File: src/rtl/pr_pkg.sv
package pr_pkg;
  typedef enum logic [1:0] {
    RT_SYS  = 2'd0,
    RT_PER  = 2'd1,
    RT_CTRL = 2'd2
  } route_e;
endpackage

File: src/rtl/pr_decode.sv
module pr_decode
  import pr_pkg::*;
#(
  parameter int unsigned AW        = 32,
  parameter logic [AW-1:0] WIN_LO  = 32'h4000_0000,
  parameter logic [AW-1:0] WIN_HI  = 32'h5FFF_FFFF,
  parameter logic [AW-1:0] CTRL_AD = 32'hE000_E000
) (
  input  logic [AW-1:0] addr,
  input  logic          per_en,
  output route_e        route
);
  logic in_win;
  logic is_ctrl;

  always_comb begin
    in_win  = (addr >= WIN_LO) && (addr <= WIN_HI);
    is_ctrl = (addr == CTRL_AD);
    if (is_ctrl)              route = RT_CTRL;
    else if (in_win && per_en) route = RT_PER;
    else                      route = RT_SYS;
  end
endmodule

File: src/rtl/pr_ctrl_reg.sv
module pr_ctrl_reg #(
  parameter int unsigned DW = 32
) (
  input  logic          clk,
  input  logic          load_strap,
  input  logic          strap,
  input  logic          wr_en,
  input  logic          wr_bit,
  output logic          per_en,
  output logic [DW-1:0] rdata
);
  logic en_d;
  logic en_ce;

  always_comb begin
    en_ce = load_strap || wr_en;
    en_d  = load_strap ? strap : wr_bit;
  end

  always_ff @(posedge clk) begin
    if (en_ce) per_en <= en_d;
  end

  assign rdata = {{(DW-1){1'b0}}, per_en};
endmodule

File: src/rtl/pr_router_top.sv
module pr_router_top
  import pr_pkg::*;
#(
  parameter int unsigned AW        = 32,
  parameter int unsigned DW        = 32,
  parameter logic [AW-1:0] WIN_LO  = 32'h4000_0000,
  parameter logic [AW-1:0] WIN_HI  = 32'h5FFF_FFFF,
  parameter logic [AW-1:0] CTRL_AD = 32'hE000_E000
) (
  input  logic          clk,
  input  logic          rst_n,
  input  logic          strap_per_en,
  input  logic          up_valid,
  output logic          up_ready,
  input  logic [AW-1:0] up_addr,
  input  logic          up_write,
  input  logic [DW-1:0] up_wdata,
  output logic          up_rvalid,
  output logic [DW-1:0] up_rdata,
  output logic          per_valid,
  input  logic          per_ready,
  output logic [AW-1:0] per_addr,
  output logic          per_write,
  output logic [DW-1:0] per_wdata,
  input  logic          per_rvalid,
  input  logic [DW-1:0] per_rdata,
  output logic          sys_valid,
  input  logic          sys_ready,
  output logic [AW-1:0] sys_addr,
  output logic          sys_write,
  output logic [DW-1:0] sys_wdata,
  input  logic          sys_rvalid,
  input  logic [DW-1:0] sys_rdata
);
  logic          alive_q;
  logic          busy_q, busy_d;
  route_e        lat_q, lat_d;
  logic          lat_ce;
  route_e        cur_route;
  logic          per_en;
  logic [DW-1:0] ctrl_rdata;
  logic          can_issue;
  logic          hs;
  logic          ctrl_wr;

  pr_decode #(
    .AW(AW), .WIN_LO(WIN_LO), .WIN_HI(WIN_HI), .CTRL_AD(CTRL_AD)
  ) u_dec (
    .addr   (up_addr),
    .per_en (per_en),
    .route  (cur_route)
  );

  pr_ctrl_reg #(.DW(DW)) u_ctrl (
    .clk        (clk),
    .load_strap (!alive_q),
    .strap      (strap_per_en),
    .wr_en      (ctrl_wr),
    .wr_bit     (up_wdata[0]),
    .per_en     (per_en),
    .rdata      (ctrl_rdata)
  );

  // request side
  always_comb begin
    can_issue = alive_q && !busy_q && up_valid;
    per_valid = can_issue && (cur_route == RT_PER);
    sys_valid = can_issue && (cur_route == RT_SYS);
    unique case (cur_route)
      RT_PER:  up_ready = alive_q && !busy_q && per_ready;
      RT_CTRL: up_ready = alive_q && !busy_q;
      default: up_ready = alive_q && !busy_q && sys_ready;
    endcase
    hs      = up_valid && up_ready;
    ctrl_wr = hs && up_write && (cur_route == RT_CTRL);
  end

  assign per_addr  = up_addr;
  assign per_write = up_write;
  assign per_wdata = up_wdata;
  assign sys_addr  = up_addr;
  assign sys_write = up_write;
  assign sys_wdata = up_wdata;

  // response side
  always_comb begin
    unique case (lat_q)
      RT_PER:  begin up_rvalid = busy_q && per_rvalid; up_rdata = per_rdata;  end
      RT_CTRL: begin up_rvalid = busy_q;               up_rdata = ctrl_rdata; end
      default: begin up_rvalid = busy_q && sys_rvalid; up_rdata = sys_rdata;  end
    endcase
  end

  // next state
  always_comb begin
    lat_ce = hs;
    lat_d  = cur_route;
    busy_d = busy_q;
    if (hs)             busy_d = 1'b1;
    else if (up_rvalid) busy_d = 1'b0;
  end

  // registers
  always_ff @(posedge clk or negedge rst_n) begin
    if (!rst_n) begin
      alive_q <= 1'b0;
      busy_q  <= 1'b0;
      lat_q   <= RT_SYS;
    end else begin
      alive_q <= 1'b1;
      busy_q  <= busy_d;
      if (lat_ce) lat_q <= lat_d;
    end
  end
endmodule

File: config.mk
export PLATFORM = sky130hd
export DESIGN_NAME = pr_router_top
export DESIGN_NICKNAME = d
export VERILOG_FILES = /design/src/rtl/pr_pkg.sv /design/src/rtl/pr_decode.sv /design/src/rtl/pr_ctrl_reg.sv /design/src/rtl/pr_router_top.sv
export SDC_FILE = /design/constraint.sdc
export NUM_CORES = 1
export LEC_CHECK = 0
export ABC_AREA = 1
export CORE_AREA = 2 2 119 121
export CTS_CLUSTER_DIAMETER = 30
export CTS_CLUSTER_SIZE = 24
export DETAILED_ROUTE_END_ITERATION = 7
export DIE_AREA = 0 0 121 123
export GPL_TIMING_DRIVEN = 1
export PLACE_DENSITY = 0.67
export SETUP_SLACK_MARGIN = 0.2
export SYNTH_ARGS = -nofsm -noshare
export SYNTH_HDL_FRONTEND = slang
export SYNTH_SLANG_ARGS = --single-unit
File: constraint.sdc
create_clock -name clk -period 1.4 [get_ports clk]
set_input_delay 0.28 -clock clk [delete_from_list [all_inputs] [get_ports clk]]
set_output_delay 0.28 -clock clk [all_outputs]
set_load 0.005 [all_outputs]
==> out/summary.md <==
## Power and ir drop
- **switching portion of total power** 32.9%
- **static power due to leakage** 2.06 nW
- **cell internal pwr** 0.00154 W
- **relative contribution of combinational cells to total power** 71.6%
- **part of the power in registers** 7.9%
- **IR Drop Worst-Case VDD** 0.505 mV
- **net load switching power** 0.000753 W
- **Power per Cell Area** 540 nW/um^2
- **part of the total power dissipated in the clock network** 20.5%

## Final layout
- **relative area change from synthesis to final layout** 118%
- **total number of nets in the final design** 615
- **count of non-filler cells in the finished layout** 655
- **final-layout fill cell count** 1490
- **fraction of layout cells with a size suffix above 1** 50.3%
- **number of diodes added for antenna fixing** 0
- **area of all sequential standard cells** 130 sq um
- **area of the multi-input gates** 1030 sq um

## Timing
- **Setup TNS** -16.73 ns
- **post-route clock skew** 0.00196 ns
- **Max Fclk** 514 MHz
- **minimum period implied by the final worst setup slack** 1.95 ns
- **Final Hold Viols** 0
- **Slew Limit Fails** 0
- **Setup WS post-layout** -0.546 ns
- **Setup violations, final** 37
- **final hold slack** 0.263 ns
- **part of the cycle the worst path needs** 139%
- **RSZ-0062 raised after global routing** yes

## Drt
- **total via count after detailed routing** 2374
- **detailed-route vias per instance** 3.62
- **Iteration-0 DRC Markers** 37
- **residual antenna-violating net count after detailed routing** 0
- **DRC viols** 0
- **average wire per standard cell** 12.9 um
- **post-detailed-routing wire length** 8.46 mm
- **number of detailed-routing iterations run before antenna repair** 4

## Clock network
- **cell at the root of the clock tree** sky130_fd_sc_hd__clkbuf_16
- **Bufs on Longest Clock Path** 2
- **number of H-tree levels** 1
- **CTS buffer count** 3
- **clk_lat worst skew** 0.23 ns
- **CTS Hold Bufs** 0
- **CTS tree** built
- **TritonCTS Sinks** 5
- **clock-pin transition on the worst setup and hold timing paths** 0.03 ns

## Global route
- **number of antenna violations at the first check in global routing** 0
- **pin count of the biggest net entering global routing** 10
- **via count of the first global-routing pass** 2184
- **Tot GR Track Use** 9.61%
- **aggregate global routing overflow** 0
- **first-pass GRT wire length** 11.4 mm

## Placement
- **IO Port Bufs** 209
- **Inst Count DP** 624
- **RD Place Congestion** 0.811
- **dpl hpwl** 6.26 mm
- **minimum setup slack after placement** -0.877 ns

## Floorplanning
- **area of the core region** 13600 sq um
- **full die area** 14900 sq um
- **height of the chip** 123 um
- **initial cell density of the core** 14.3%
- **x dimension of the die** 121 um
- **Row Count** 43
- **number of top-level design ports** 303

## Synthesis
- **post-synthesis register bit count** 5
- **top cells by area in the synthesized netlist** sky130_fd_sc_hd__buf_4 (50%), sky130_fd_sc_hd__nand2_1 (17%), sky130_fd_sc_hd__nand3_1 (9.8%)
- **post-synthesis cell type with the largest combined area** sky130_fd_sc_hd__buf_4
- **synthesized net count** 470
- **mean post-synth cell area** 5.89 sq um
- **post-synthesis sequential area ratio** 6.68%
- **area share of the largest cell type after synthesis** 50.1%
- **Synth async-reset ratio** 80.0%
- **Commonest cells post-synth** sky130_fd_sc_hd__buf_4 (130), sky130_fd_sc_hd__nand2_1 (89), sky130_fd_sc_hd__nand3_1 (38), sky130_fd_sc_hd__inv_1 (28), sky130_fd_sc_hd__nor2_1 (13)
- **gate count of the mapped netlist** 331
- **count of flip-flops with a built-in enable after synthesis** 1
- **most instantiated flip-flop cell in the synthesis netlist** sky130_fd_sc_hd__dfrtp_1
- **count of synthesis-stage warnings from yosys** 0
- **Cell variety after synth** 22
- **post-synth design cell area** 1950 sq um
- **most instantiated library cell after synthesis** sky130_fd_sc_hd__buf_4

## Min path
- **kind of path behind the tightest hold check** primary input to asynchronous set/reset pin

## Setup path
- **critical path class** flop to output pin
- **number of buffers and inverters on the critical path** 6
- **worst-path maximum fanout** 7
- **slowest stage cell, crit path** sky130_fd_sc_hd__dfrtp_1
- **data arrival at the endpoint of the critical path** 1.67 ns
- **Crit. Startpoint** lat_q[1]
- **kind of end point of the critical path** output pin
- **cells traversed along the worst timing path** buf_6 > ha_4 > buf_12 > buf_8 > buf_12 > buf_16 > nand2_1 > nand2_1 > buf_2
- **critical register-to-register path startpoint** lat_q[1]
- **Req. time, crit path** 1.12 ns
- **Crit path largest cell delay** 0.38 ns
- **critical path startpoint category** flop
- **gate family responsible for the most delay along the worst path** buffers and inverters

## Run status
- **outcome** finished, violations left
- **violated checks** setup timing

## Run
- **reported max-cap violation count** 0

==> metal layers <==
metal / track usage (%) / vias up / part of all wire (%)
li1: - / 1164 / -
met1: 12.2 / 1052 / 40
met2: 15.9 / 144 / 49
met3: 3.41 / 14 / 10
met4: 1.67 / 0 / 0.72
met5: 0 / - / 0
==> path summary, 6_finish.rpt <==
check	endpoint	slack, ns	depth (start not counted)
worst min register to register	lat_q[0]	0.61	3
worst max register to register	busy_q	-0.08	9
worst min-delay path	lat_q[0]	0.26	1
max in group asynchronous	alive_q	0.96	1
worst max-delay path	up_rdata[24]	-0.55	9
min in group clk	per_wdata[23]	0.56	0
==> final cells by class <==
type / count / area share, %
well taps: 180 / 5.31
repair buffers: 281 / 62.2
flip-flops and latches: 5 / 3.07
inverters: 31 / 3.33
multi-input cells: 154 / 24.2
clock buffers: 4 / 1.86
==> state kept, by name (all words and copies together), names as in the netlist <==
name,flops
alive_q,1
busy_q,1
lat_q,2
u_ctrl.per_en,1
==> cell families after synthesis <==
family	synth area share [%]
and+or+nand+nor	31.3
muxes	0.578
adders and majority gates	1.28
buffers and inverters	58.8
AOI/OAI and AO/OA	1.22
other	0.192
DFF	6.68
==> cell usage in the layout (no fill, tap or decap), types with 4 or more instances in the layout <==
master | Yosys | final
sky130_fd_sc_hd__dlygate4sd2_1 | 0 | 55
sky130_fd_sc_hd__nand3_1 | 38 | 14
sky130_fd_sc_hd__buf_6 | 0 | 28
sky130_fd_sc_hd__nand2_1 | 89 | 52
sky130_fd_sc_hd__nand2_4 | 0 | 9
sky130_fd_sc_hd__buf_4 | 130 | 39
sky130_fd_sc_hd__nand2_2 | 3 | 31
sky130_fd_sc_hd__nor2_1 | 13 | 6
sky130_fd_sc_hd__clkbuf_2 | 0 | 5
sky130_fd_sc_hd__buf_8 | 0 | 5
sky130_fd_sc_hd__buf_12 | 0 | 7
sky130_fd_sc_hd__dfrtp_1 | 4 | 4
sky130_fd_sc_hd__inv_1 | 28 | 14
sky130_fd_sc_hd__buf_16 | 0 | 6
sky130_fd_sc_hd__buf_2 | 9 | 48
sky130_fd_sc_hd__inv_2 | 1 | 11
sky130_fd_sc_hd__nor2_2 | 0 | 5
sky130_fd_sc_hd__nand3_2 | 0 | 22
sky130_fd_sc_hd__clkdlybuf4s50_1 | 0 | 85
==> through the flow <==
step	power, W	utilization, %	area, sq um
after global routing	0.00242	31.2	4240
final	0.00229	31.2	4240
after CTS	0.00218	28.9	3940
after floorplan	0.000821	-	2010
after detailed placement	0.00153	26.8	3650
after global placement	0.00153	26.8	3650
==> power groups by stage <==
| stage | sequential (W) | clock, W | combinational (W) |
|---|---|---|---|
| after floorplan | 0.000179 | 0 | 0.000642 |
| after global placement | 0.000181 | 0 | 0.00135 |
| after detailed placement | 0.000181 | 0 | 0.00135 |
| after CTS | 0.000180 | 0.000471 | 0.00152 |
| after global routing | 0.000182 | 0.000482 | 0.00176 |
| final | 0.000180 | 0.000470 | 0.00164 |
==> repair_timing <==
item,in CTS,in global routing
cloned,7,0
pin swaps,42,42
setup buffers,13,7
endpoints found under the setup margin,108,40
resized for setup,384,92
No activity file was read; power rests on OpenSTA's default activity.
